`config.mk`:
```
export PLATFORM = sky130hd
export DESIGN_NAME = blkx_seq
export DESIGN_NICKNAME = d
export VERILOG_FILES = /design/src/rtl/blkx_pkg.sv /design/src/rtl/blkx_addr_step.sv /design/src/rtl/blkx_lanes.sv /design/src/rtl/blkx_seq.sv
export SDC_FILE = /design/constraint.sdc
export NUM_CORES = 1
export LEC_CHECK = 0
export ABC_AREA = 0
export BUFFER_PORTS_ARGS = -buffer_cell sky130_fd_sc_hd__buf_2
export CAP_MARGIN = 40
export CORE_AREA = 3 3 124 126
export CTS_CLUSTER_DIAMETER = 150
export DETAILED_ROUTE_END_ITERATION = 16
export DIE_AREA = 0 0 127 129
export HOLD_SLACK_MARGIN = 0.02
export PLACE_DENSITY = 0.86
export RECOVER_POWER = 50
export SLEW_MARGIN = 20
export SYNTH_ARGS = -nofsm -noshare
export SYNTH_HDL_FRONTEND = slang
export SYNTH_SLANG_ARGS = --single-unit
export TNS_END_PERCENT = 50
```
`constraint.sdc`:
```
create_clock -name clk -period 4.5 [get_ports clk]
set_input_delay 0 -clock clk [delete_from_list [all_inputs] [get_ports clk]]
set_output_delay 0 -clock clk [all_outputs]
set_load 0.02 [all_outputs]
```
`src/rtl/blkx_pkg.sv`:
```
package blkx_pkg;

    typedef enum logic [2:0] {
        M_REPL = 3'd0,
        M_F32  = 3'd1,
        M_S32  = 3'd2,
        M_F40  = 3'd3,
        M_S40  = 3'd4
    } mode_e;

    typedef enum logic [2:0] {
        S_IDLE = 3'd0,
        S_RD   = 3'd1,
        S_RDC  = 3'd2,
        S_ENG  = 3'd3,
        S_WR   = 3'd4,
        S_STEP = 3'd5,
        S_FIN  = 3'd6
    } state_e;

    localparam logic [3:0] ERR_UNIMP = 4'h8;
    localparam logic [2:0] MODE_LAST = 3'd4;

    function automatic logic is_fetch(input mode_e m);
        return (m == M_F32) || (m == M_F40);
    endfunction

    // host words touched per remote word
    function automatic logic [1:0] host_span(input mode_e m);
        return ((m == M_F32) || (m == M_S32)) ? 2'd2 : 2'd3;
    endfunction

    // host pointer advance per remote word
    function automatic logic [1:0] host_stride(input mode_e m);
        case (m)
            M_F32, M_S32: return 2'd2;
            M_F40, M_S40: return 2'd3;
            default:      return 2'd0;
        endcase
    endfunction

endpackage

```
`src/rtl/blkx_addr_step.sv`:
```
module blkx_addr_step #(
    parameter int HI_W = 16,
    parameter int LO_W = 16,
    parameter int NIB  = 4
) (
    input  logic [HI_W-1:0]     hi_i,
    input  logic [LO_W-1:0]     lo_i,
    output logic [HI_W-1:0]     hi_o,
    output logic [LO_W-1:0]     lo_o,
    output logic [HI_W+NIB-1:0] flat_o
);
    localparam int SH = LO_W - NIB;

    logic [LO_W:0] sum;

    always_comb begin
        sum    = {1'b0, lo_i} + ({{LO_W{1'b0}}, 1'b1} << SH);
        lo_o   = sum[LO_W-1:0];
        hi_o   = hi_i + {{(HI_W-1){1'b0}}, sum[LO_W]};
        flat_o = {hi_i, lo_i[LO_W-1 -: NIB]};
    end

endmodule

```
`src/rtl/blkx_lanes.sv`:
```
module blkx_lanes #(
    parameter int HW = 16,
    parameter int DW = 40
) (
    input  logic [DW-1:0] data_i,
    input  logic [1:0]    sel_i,
    input  logic [HW-1:0] word_i,
    output logic [HW-1:0] word_o,
    output logic [DW-1:0] merged_o
);
    localparam int TAIL  = DW - 2*HW;
    localparam int NLANE = 3;

    logic [HW-1:0] lane [NLANE];

    genvar g;
    generate
        for (g = 0; g < 2; g++) begin : g_full
            assign lane[g] = data_i[DW-1-g*HW -: HW];
        end
    endgenerate
    assign lane[2] = {{(HW-TAIL){1'b0}}, data_i[TAIL-1:0]};

    always_comb begin
        word_o   = lane[2];
        merged_o = data_i;
        case (sel_i)
            2'd0: begin
                word_o = lane[0];
                merged_o[DW-1 -: HW] = word_i;
            end
            2'd1: begin
                word_o = lane[1];
                merged_o[DW-HW-1 -: HW] = word_i;
            end
            default: begin
                merged_o[TAIL-1:0] = word_i[TAIL-1:0];
            end
        endcase
    end

endmodule

```
`src/rtl/blkx_seq.sv`:
```
module blkx_seq
    import blkx_pkg::*;
#(
    parameter int HW   = 16,
    parameter int CW   = 16,
    parameter int HI_W = 16,
    parameter int NIB  = 4,
    parameter int DW   = 40,
    parameter int EW   = 4
) (
    input  logic                clk,
    input  logic                rst_n,
    input  logic                start,
    input  logic [2:0]          mode_in,
    input  logic [HI_W-1:0]     rhi_in,
    input  logic [HW-1:0]       rlo_in,
    input  logic [HW-1:0]       host_in,
    input  logic [CW-1:0]       count_in,
    input  logic                irq_pend,
    output logic                eng_req,
    output logic                eng_write,
    output logic [HI_W+NIB-1:0] eng_addr,
    output logic [DW-1:0]       eng_wdata,
    input  logic                eng_ack,
    input  logic [DW-1:0]       eng_rdata,
    input  logic [EW-1:0]       eng_err,
    output logic                hm_en,
    output logic                hm_we,
    output logic [HW-1:0]       hm_addr,
    output logic [HW-1:0]       hm_wdata,
    input  logic [HW-1:0]       hm_rdata,
    output logic                done,
    output logic                busy,
    output logic [EW-1:0]       err_code,
    output logic                restart,
    output logic [HI_W-1:0]     rhi_out,
    output logic [HW-1:0]       rlo_out,
    output logic [HW-1:0]       host_out,
    output logic [CW-1:0]       count_out
);
    localparam int RAW = HI_W + NIB;

    typedef struct packed {
        state_e          st;
        logic [1:0]      idx;
        mode_e           mode;
        logic [HI_W-1:0] rhi;
        logic [HW-1:0]   rlo;
        logic [HW-1:0]   host;
        logic [CW-1:0]   cnt;
        logic [DW-1:0]   data;
        logic [EW-1:0]   err;
        logic            restart;
    } ctl_t;

    ctl_t q, d;

    logic [HI_W-1:0] hi_nx;
    logic [HW-1:0]   lo_nx;
    logic [RAW-1:0]  flat;
    logic [HW-1:0]   lane_word;
    logic [DW-1:0]   lane_merged;
    logic [1:0]      span;
    logic [HW-1:0]   stride;
    logic            fetch;
    logic            last_lane;

    blkx_addr_step #(.HI_W(HI_W), .LO_W(HW), .NIB(NIB)) u_step (
        .hi_i   (q.rhi),
        .lo_i   (q.rlo),
        .hi_o   (hi_nx),
        .lo_o   (lo_nx),
        .flat_o (flat)
    );

    blkx_lanes #(.HW(HW), .DW(DW)) u_lanes (
        .data_i   (q.data),
        .sel_i    (q.idx),
        .word_i   (hm_rdata),
        .word_o   (lane_word),
        .merged_o (lane_merged)
    );

    always_comb begin
        span      = host_span(q.mode);
        stride    = {{(HW-2){1'b0}}, host_stride(q.mode)};
        fetch     = is_fetch(q.mode);
        last_lane = (q.idx == span - 2'd1);
    end

    always_comb begin
        d       = q;
        hm_en   = 1'b0;
        hm_we   = 1'b0;
        eng_req = 1'b0;
        case (q.st)
            S_IDLE: begin
                if (start) begin
                    d.mode    = mode_e'(mode_in);
                    d.rhi     = rhi_in;
                    d.rlo     = rlo_in;
                    d.host    = host_in;
                    d.cnt     = count_in;
                    d.err     = '0;
                    d.restart = 1'b0;
                    d.idx     = 2'd0;
                    d.data    = '0;
                    if (mode_in > MODE_LAST) begin
                        d.err = EW'(ERR_UNIMP);
                        d.st  = S_FIN;
                    end else if (count_in == '0) begin
                        d.st = S_FIN;
                    end else if (is_fetch(mode_e'(mode_in))) begin
                        d.st = S_ENG;
                    end else begin
                        d.st = S_RD;
                    end
                end
            end
            S_RD: begin
                hm_en = 1'b1;
                d.st  = S_RDC;
            end
            S_RDC: begin
                d.data = lane_merged;
                if (last_lane) begin
                    d.idx = 2'd0;
                    d.st  = S_ENG;
                end else begin
                    d.idx = q.idx + 2'd1;
                    d.st  = S_RD;
                end
            end
            S_ENG: begin
                eng_req = 1'b1;
                if (eng_ack) begin
                    d.err = q.err | eng_err;
                    if (fetch) begin
                        d.data = eng_rdata;
                        d.idx  = 2'd0;
                        d.st   = S_WR;
                    end else begin
                        d.st = S_STEP;
                    end
                end
            end
            S_WR: begin
                hm_en = 1'b1;
                hm_we = 1'b1;
                if (last_lane) begin
                    d.idx = 2'd0;
                    d.st  = S_STEP;
                end else begin
                    d.idx = q.idx + 2'd1;
                end
            end
            S_STEP: begin
                d.host = q.host + stride;
                d.rhi  = hi_nx;
                d.rlo  = lo_nx;
                d.cnt  = q.cnt - CW'(1);
                d.idx  = 2'd0;
                if (q.cnt == CW'(1)) begin
                    d.st = S_FIN;
                end else if (q.err != '0) begin
                    d.st = S_FIN;
                end else if (irq_pend) begin
                    d.restart = 1'b1;
                    d.st      = S_FIN;
                end else begin
                    d.st = fetch ? S_ENG : S_RD;
                end
            end
            S_FIN: d.st = S_IDLE;
            default: d.st = S_IDLE;
        endcase
    end

    always_ff @(posedge clk) begin
        if (!rst_n) q <= '0;
        else        q <= d;
    end

    assign hm_addr   = q.host + {{(HW-2){1'b0}}, q.idx};
    assign hm_wdata  = lane_word;
    assign eng_write = ~fetch;
    assign eng_addr  = flat;
    assign eng_wdata = q.data;
    assign done      = (q.st == S_FIN);
    assign busy      = (q.st != S_IDLE);
    assign err_code  = q.err;
    assign restart   = q.restart;
    assign rhi_out   = q.rhi;
    assign rlo_out   = q.rlo;
    assign host_out  = q.host;
    assign count_out = q.cnt;

    assert_req_hold_R11: assert property (@(posedge clk) disable iff (!rst_n)
        (eng_req && !eng_ack) |=> (eng_req && $stable(eng_addr) && $stable(eng_wdata)));

    assert_port_excl_R11: assert property (@(posedge clk) disable iff (!rst_n)
        !(hm_en && eng_req));

    assert_done_pulse_R5: assert property (@(posedge clk) disable iff (!rst_n)
        done |=> !done);

    assert_count_step_R5: assert property (@(posedge clk) disable iff (!rst_n)
        busy |=> ((count_out == $past(count_out)) || (count_out == $past(count_out) - CW'(1))));

    assert_restart_clean_R7: assert property (@(posedge clk) disable iff (!rst_n)
        (done && restart) |-> (err_code == '0));

    assert_repl_host_R1: assert property (@(posedge clk) disable iff (!rst_n)
        (busy && q.mode == M_REPL) |=> $stable(host_out));

    assert_zero_noaccess_R8: assert property (@(posedge clk) disable iff (!rst_n)
        (start && !busy && count_in == '0) |=> (done && !eng_req && !hm_en));

endmodule

```
======== Yosys cells after proc, flatten, opt, wreduce, memory -nomap -nowiden ========
Index checks and enable logic that the tools add are counted.
storage, ports and cells
  register bits after elaboration ......... 117
  input bits .............................. 132
  output and inout port bits .............. 167
  word-level logic and storage cells ...... 107
operators by class
  add/sub/neg operators ................... 7
  magnitude comparators ................... 1
  eq/ne operators ......................... 25
  multiplexer cells ....................... 35
  bitwise logic cells ..................... 2
  reductions and logical operators ........ 25
operators by type and width
  operator                                             count
  case mux 64 bit (2 select lines)                     1
  case mux 40 bit (3 select lines)                     1
  two-way mux 117 bit                                  1
  two-way mux 44 bit                                   1
  two-way mux 40 bit                                   1
  adder 16 x 2 -> 16 bit                               2
  two-way mux 16 bit                                   2
  case mux 16 bit (2 select lines)                     1
  AND reduction 5 bit                                  4
  two-way mux 3 bit                                    6
  case mux 3 bit (6 select lines)                      1
  adder 16 x 13 -> 17 bit (second input constant)      1
  adder 16 x 1 -> 16 bit                               1
  == test 16 x 1 -> 1 bit (second input constant)      1
  logical NOT 16 bit                                   1
  != test 2 bit (second input constant)                8
  subtractor 16 x 1 -> 16 bit (second input constant)  1
  == test 3 x 2 -> 1 bit (second input constant)       5
  == test 3 bit (second input constant)                4
  case mux 2 bit (5 select lines)                      1
  == test 3 x 1 -> 1 bit (second input constant)       3
  two-way mux 1 bit                                    8
  two-way mux 2 bit                                    4
  two-way mux 4 bit                                    2
  other kinds (24)                                     34

======== Longest topological paths before layout ========
Gate-level depths: netlist (run 1).
  depth in word-level cells ............... 7
  gate-level depth with buffers ........... 11
  gate-level depth less buffers ........... 10

======== By module ========
From an unflattened synthesis (run 1), not the netlist that was laid out.
unflattened totals
  cell total of the unflattened synthesis .. 973
  area total of the unflattened synthesis .. 8,224.1 um^2
modules (own cells, without submodules)
  module          instances  cells each  area each (um^2)
  blkx_seq        1          803         6,786.5
  blkx_lanes      1          91          845.8
  blkx_addr_step  1          79          591.8

======== Worst setup path before layout (run 1) ========
OpenSTA, ideal clock, no wires.
  path type ............................... reg-to-reg
  start ................................... reg q[111] (netlist name)
  end ..................................... reg q (netlist bit host_out[6])
  library setup time ...................... 0.118 ns
  data arrival time ....................... 2.110 ns
  setup slack ............................. 2.272 ns
  stages on the path, launching flop included .. 10
  period minus slack after synthesis ...... 2.228 ns
  cells stage by stage .................... dfxtp_1 clkbuf_1 o21ai_0 ha_1 fa_1 and3_1 nand3_1 mux2_2 a22oi_1 nor2_1
between the ends
  longest elaborated chain between the ends .. 5
RTL lines
  what                                                  RTL line         RTL
  from (decl)                                           blkx_seq.sv:56   ctl_t q, d;
  from (signal assigned)                                blkx_seq.sv:180  if (!rst_n) q <= '0;
  from (signal assigned)                                blkx_seq.sv:181  else q <= d;
  == test 3 x 2 -> 1 bit, or another cell as far along  blkx_pkg.sv:35   case (m)
  OR reduction 2 bit                                    blkx_pkg.sv:35
  case mux 2 bit (2 select lines) *                     blkx_pkg.sv:35
  adder 16 x 2 -> 16 bit *                              blkx_seq.sv:158  d.host = q.host + stride;
  case mux 64 bit (2 select lines) *                    blkx_seq.sv:96   case (q.st)
Every way passes the cells marked *; elsewhere a longest branch is shown, timed or not.
A chain may end at the register's enable or synchronous reset.

======== Worst setup path in the final report (run 1) ========
  start ................................... reg q[114] (netlist name)
  end ..................................... reg q (netlist bit count_out[11])
between the ends
  longest elaborated chain between the ends .. 3
RTL lines
  what                                                                         RTL line
  == test 3 bit / logical NOT 3 bit (equally long branches)                    blkx_seq.sv:96
  nonzero test 2 bit (no source line) / != test 2 bit (equally long branches)  -
  AND reduction 2 bit (no source line)                                         -
Parallel ways exist; a longest one is shown, timed or not.

==> run_results.csv, run 1 <==
group,metric,value,unit
critical_path,cpPeakStageDelay,1100,ps
routing,routed_wl,25400,µm
placement,placedCellCount,1299,
power_and_ir_drop,total_power,3.46,mW
clock_network,cts_sinks,117,
clock_network,numCtsBuffers,17,
logic_synthesis,synthArstFlopShare,0,%
sta,fmaxAchievable,342,MHz
sta,worst_slew_pin_slew,1520,ps
floorplan,core,14400,µm²
floorplan,ioPinCount,299,
critical_path,timing.reg2reg.setup_slack,1580,ps
flow_run,maxCapViolCount,1,
floorplan,die_h,129,µm
sta,setup_slack,1580,ps
layout,fin_cells,1398,
routing,drc_errors,0,
logic_synthesis,syn_nets,1149,
sta,setup_violations,0,
floorplan,start_util,53.3,%
global_routing,grt_max_degree,46,
worst_hold_path,hold_path_class,"in2reg",
routing,vias_per_cell,6.03,
sta,fin_crit,2920,ps
layout,final_util,65.2,%
clock_network,postCtsSetupBuffers,0,
worst_hold_path,hp-start,"host_in[10]",
clock_network,clk_pin_slew,50,ps
placement,dp_slack,1750,ps
sta,finalMaxSlewViolations,29,
clock_network,clkLatencyLatePin,420,ps
routing,drtPass1Iterations,6,
critical_path,reg2reg_to,"count_out[11]",
placement,dpl.hpwl,16500,µm
logic_synthesis,synth.avg_cell_area,7.68,µm²
status,outcome,"finished, violations left",
critical_path,critPathLaunchType,"register",
logic_synthesis,synth_area,7690,µm²
critical_path,crit_chain,"or3b_1, a21o_1, clkbuf_1, o21ai_0, a31oi_1",
logic_synthesis,synthesis.instances,1002,
placement,gp_congestion,0.904,
critical_path,r2r_cells,5,
sta,hold_violations,0,
floorplan,die_w,127,µm
clock_network,cts_max_path_buffers,2,
logic_synthesis,ys_types,68,
clock_network,cts_resized,0,
routing,postRouteAntennaNets,0,
logic_synthesis,synth_edf_count,0,
power_and_ir_drop,p_per_area,368,nW/µm²
critical_path,r2r_start,"q[114]",
global_routing,antenna_found_initial,1,
critical_path,arrival,3270,ps
sta,grt_setup_unrepaired,"no",
sta,fin_skew,8.85,ps
global_routing,grt_use_total,29.7,%
sta,whs,29.0,ps
logic_synthesis,synth_seq_cells,117,
layout,drive_gt1_share,18.0,%
critical_path,cp_data_required_time,4840,ps
floorplan,row_count,44,
critical_path,cp-end-kind,"register",
power_and_ir_drop,vdd_ir_drop_max,0.000229,V
sta,min_period_over_period,65.0,%
logic_synthesis,synth-seq-area-share,30.5,%
routing,drtIter0Drc,895,
clock_network,cts_tree,"yes",
routing,num_vias,8429,
global_routing,grt_pass1_vias,7835,
critical_path,slowest_stage,"clkbuf_1",
status,violations,"max-capacitance violations, max-slew violations",
global_routing,grt_first_pass_wirelength,39600,µm
placement,portBuffers,298,
power_and_ir_drop,leakagePower,3.74,nW
critical_path,crit_type,"reg2reg",
layout,num-nets-final,1348,
global_routing,grt-ovfl-total,0,
sta,slew_headroom,-1.61,%
layout,syn2layout_area_growth,22.3,%
clock_network,cts.htree.levels,4,
sta,tns,0,ps
clock_network,clock-root-buffer,"clkbuf_16",
critical_path,path_max_fanout,28,
floorplan,dieArea,16400,µm²
logic_synthesis,ys.flop_type,"dfxtp_1",
logic_synthesis,ys_warn_count,0,
worst_hold_path,hold_path_end,"host_out[10]",
placement,post_dp_cell_area,8290,µm²
routing,avgRoutedWirePerCell,18.2,µm
layout,antenna_cells,0,
layout,final_area,9400,µm²
worst_hold_path,min_path_cells,4,
## placed cells by master, fill, tap and decap left out, types with 14 or more instances in the layout
| master | n |
|---|---|
| nand2_1 | 105 |
| nand3_1 | 29 |
| buf_2 | 159 |
| nor3b_1 | 34 |
| o21ai_0 | 33 |
| nor2_1 | 94 |
| dfxtp_1 | 117 |
| a22oi_1 | 48 |
| nor3_1 | 14 |
| clkbuf_16 | 17 |
| dlygate4sd3_1 | 67 |
| clkbuf_1 | 142 |
| a21oi_1 | 102 |
| a22o_1 | 22 |
| inv_1 | 15 |
## power by group
group | total (mW) | switching, mW | internal (mW)
logic | 0.824 | 0.527 | 0.297
clock network | 1.42 | 0.476 | 0.948
registers | 1.21 | 0.108 | 1.10
total | 3.46 | 1.11 | 2.35
## per-layer routing
| metal | global-route usage, % | up-vias | wire, µm |
|---|---|---|---|
| li1 | - | 3877 | - |
| met1 | 36.9 | 3904 | 10100 |
| met2 | 48.2 | 536 | 12000 |
| met3 | 6.27 | 112 | 2220 |
| met4 | 16.2 | 0 | 1070 |
| met5 | 0 | - | 0 |
## critical path, delay by kind of cell (launching register included)
kind	cells	cell delay (ps)
buf+inv	1	1100
flops	1	830
compound gates	3	660
simple gates	1	260
## repair_timing
action	in CTS	in global routing
hold buffers	67	0
endpoints found under the setup margin	0	0
hold endpoints to repair	69	0
## Yosys cell counts (all sizes together) (4+ instances only)
cell | number | area (µm²)
nand3b | 4 | 30.0
and3 | 10 | 62.6
a211oi | 5 | 37.5
nand2 | 105 | 394
nor3 | 15 | 80.1
a22o | 22 | 193
nand4 | 13 | 81.3
a21oi | 103 | 515
o21ai | 33 | 165
dfxtp | 117 | 2340
inv | 16 | 60.1
a222oi | 6 | 60.1
xor2 | 10 | 87.6
nor3b | 35 | 268
xnor2 | 12 | 105
a21o | 5 | 37.5
a31oi | 12 | 75.1
nor2b | 4 | 25.0
or4 | 4 | 30.0
nor4 | 13 | 81.3
clkbuf | 47 | 178
ha | 13 | 163
a221oi | 8 | 70.1
and4 | 7 | 61.3
nor2 | 94 | 353
a22oi | 48 | 360
o211ai | 4 | 30.0
buf | 153 | 1100
nand3 | 29 | 145
## registers in the layout, summed over array words and instances (netlist names)
name,cells
host_out,16
count_out,16
rhi_out,16
err_code,4
eng_wdata,40
rlo_out,16
restart,1
q,8
## how the worst max path moves through the flow
stage | cells after the start | endpoint | startpoint
floorplan | 9 | host_out[6] | q[111]
global placement | 7 | eng_wdata[20] | q[115]
detailed placement | 7 | eng_wdata[5] | q[116]
CTS | 9 | eng_wdata[8] | q[116]
global route | 8 | eng_wdata[38] | q[115]
finish | 5 | count_out[11] | q[114]
## cell families (layout without fill, tap and decap cells)
logic type / after synthesis / after routing / synth area share [%]
AOI/OAI and AO/OA: 279 / 279 / 23.9
xor gates and xnor gates: 22 / 22 / 2.51
adders and majority gates: 15 / 15 / 2.64
buffers and inverters: 217 / 429 / 17.4
DFF: 117 / 117 / 30.5
muxes: 2 / 2 / 0.277
and+or+nand+nor: 350 / 350 / 22.9
## cell type report
type | instances | area, µm²
fill | 1283 | 5020
multi-input combinational | 668 | 4030
sequential | 117 | 2340
timing repair buffer | 380 | 2120
clock buffer | 21 | 460
tap | 184 | 230
clock inverter | 11 | 155
inverter | 17 | 63.8
Note: power is estimated with default switching activity, not from simulation.
==> inputs of run 2 (changes only) <==
CORE_AREA = 3 3 129 131   (was 3 3 124 126)
DIE_AREA = 0 0 132 134   (was 0 0 127 129)
PLACE_DENSITY = 0.8   (was 0.86)
clock period = 2.9 ns   (was 4.5 ns; I/O delays follow)
==> run 2 against run 1 <==
  * The run now ends clean
  * Non-clock buffer count increased by 13
  * Worst setup slack got worse by 1400 ps
  * Combinational power increased by 59%
  * Final area increased by 1.5%
  * Clock skew decreased by 3.3 ps
  * First-iteration DRC count increased by 11%
  * Register-to-register slack got worse by 1100 ps
  * Via count decreased by 0.62%
==> run_results.csv, run 2 (synthesis results as in run 1) <==
group,metric,value,unit
clock_network,numCtsBuffers,17,
clock_network,ctsHoldBuffers,71,
placement,gp_congestion,0.881,
critical_path,r2r_cells,7,
clock_network,cts_tree,"yes",
layout,n_fill_cell,1457,
layout,drive_gt1_share,18.6,%
worst_hold_path,hp-start,"rhi_in[7]",
critical_path,crit_type,"reg2out",
sta,fin_crit,2730,ps
sta,fmaxAchievable,367,MHz
routing,met1_length,10500,µm
sta,finalMaxSlewViolations,0,
global_routing,grt-ovfl-total,0,
routing,vias_per_cell,5.80,
placement,portBuffers,298,
layout,syn2layout_area_growth,24.0,%
critical_path,cp-end-kind,"primary output",
layout,multi_input_area,4030,µm²
critical_path,path_max_fanout,6,
floorplan,core,15700,µm²
routing,num_vias,8377,
sta,worst_slew_pin_slew,1050,ps
sta,setup_slack,175,ps
power_and_ir_drop,vdd_ir_drop_max,0.000394,V
power_and_ir_drop,p_per_area,557,nW/µm²
routing,avgRoutedWirePerCell,17.7,µm
placement,dpl.hpwl,17000,µm
routing,met3_length,2060,µm
status,outcome,"finished clean",
clock_network,clkLatencyLatePin,420,ps
worst_hold_path,hold_path_class,"in2reg",
floorplan,die_w,132,µm
global_routing,grt_max_degree,42,
sta,grt_setup_unrepaired,"no",
power_and_ir_drop,leakagePower,3.76,nW
global_routing,grt_pass1_vias,7829,
global_routing,grt_first_pass_wirelength,40300,µm
clock_network,cts_max_path_buffers,2,
global_routing,antenna_found_initial,1,
layout,final_area,9540,µm²
sta,min_period_over_period,94.0,%
sta,slew_headroom,29.7,%
critical_path,timing.reg2reg.setup_slack,470,ps
sta,hold_violations,0,
layout,num-nets-final,1361,
global_routing,grt_use_total,27.8,%
worst_hold_path,min_path_cells,4,
critical_path,cp_data_required_time,2900,ps
floorplan,dieArea,17700,µm²
clock_network,postCtsSetupBuffers,0,
clock_network,clock-root-buffer,"clkbuf_16",
flow_run,maxCapViolCount,0,
sta,tns,0,ps
floorplan,ioPinCount,299,
placement,post_dp_cell_area,8410,µm²
critical_path,r2r_start,"q[113]",
sta,setup_violations,0,
layout,final_common_cell,"buf_2",
clock_network,cts.htree.levels,4,
placement,dp_slack,512,ps
routing,highest_layer,"met4",
layout,regArea,2340,µm²
critical_path,reg2reg_to,"eng_wdata[5]",
routing,drc_errors,0,
placement,placedCellCount,1340,
layout,largest_register_ffs,40,
floorplan,start_util,48.9,%
sta,fin_skew,5.58,ps
clock_network,cts_resized,0,
routing,met2_length,12200,µm
clock_network,clk_pin_slew,60,ps
critical_path,critPathLaunchType,"register",
worst_hold_path,hold_path_end,"rhi_out[7]",
layout,final_cell_mix,"buf_2, clkbuf_1, dfxtp_1",
clock_network,cts_sinks,117,
routing,drtPass1Iterations,6,
routing,postRouteAntennaNets,0,
layout,fin_cells,1444,
routing,routed_wl,25600,µm
critical_path,arrival,2730,ps
floorplan,row_count,46,
routing,drtIter0Drc,991,
floorplan,die_h,134,µm
run 2: layout make-up:
type	instances	area share, %
inverters	17	0.669
diodes	1	0.0262
multi-input cells	668	42.3
clock buffers	18	4.60
well taps	216	2.83
repair buffers	393	23.3
clock inverters	14	1.68
flip-flops and latches	117	24.6
run 2: stage by stage:
step	hold slack, ps	power (mW)	utilization [%]
finish	38.2	5.31	60.7
global route	32.9	5.56	60.7
CTS	23.8	5.35	61.8
detailed placement	234	3.13	53.5
global placement	226	3.10	53.4
floorplan	134	2.83	-
run 2: power breakdown:
group / leakage, nW / switching [mW] / internal, mW
sequential: 0.953 / 0.156 / 1.71
combinational: 2.53 / 0.834 / 0.475
clock: 0.280 / 0.774 / 1.36
run 2: worst max-delay path, cell delays in order (launching register included):
cell and delay (ps):
dfxtp_1 410, ha_1 200, inv_1 50, fa_1 420, nor2_1 340, and3_1 290, nand4_1 160, xnor2_1 230
buf_2 200
run 2: layer usage:
metal	track usage, %	vias up
met2	45.5	469
li1	-	3917
met5	0	-
met3	7.13	90
met4	13.3	0
met1	34.4	3901
run 2: worst max-delay path by stage:
stage                     depth (start not counted)  slack (ps)   start     endpoint
after floorplan                                   9         670  q[111]  host_out[6]
after global placement                           10         590  q[109]  host_out[6]
after detailed placement                         10         510  q[109]  host_out[6]
after CTS                                         8         220  q[112]  hm_addr[10]
after global routing                              8          10  q[112]  hm_addr[14]
final                                             8         170  q[112]  hm_addr[14]
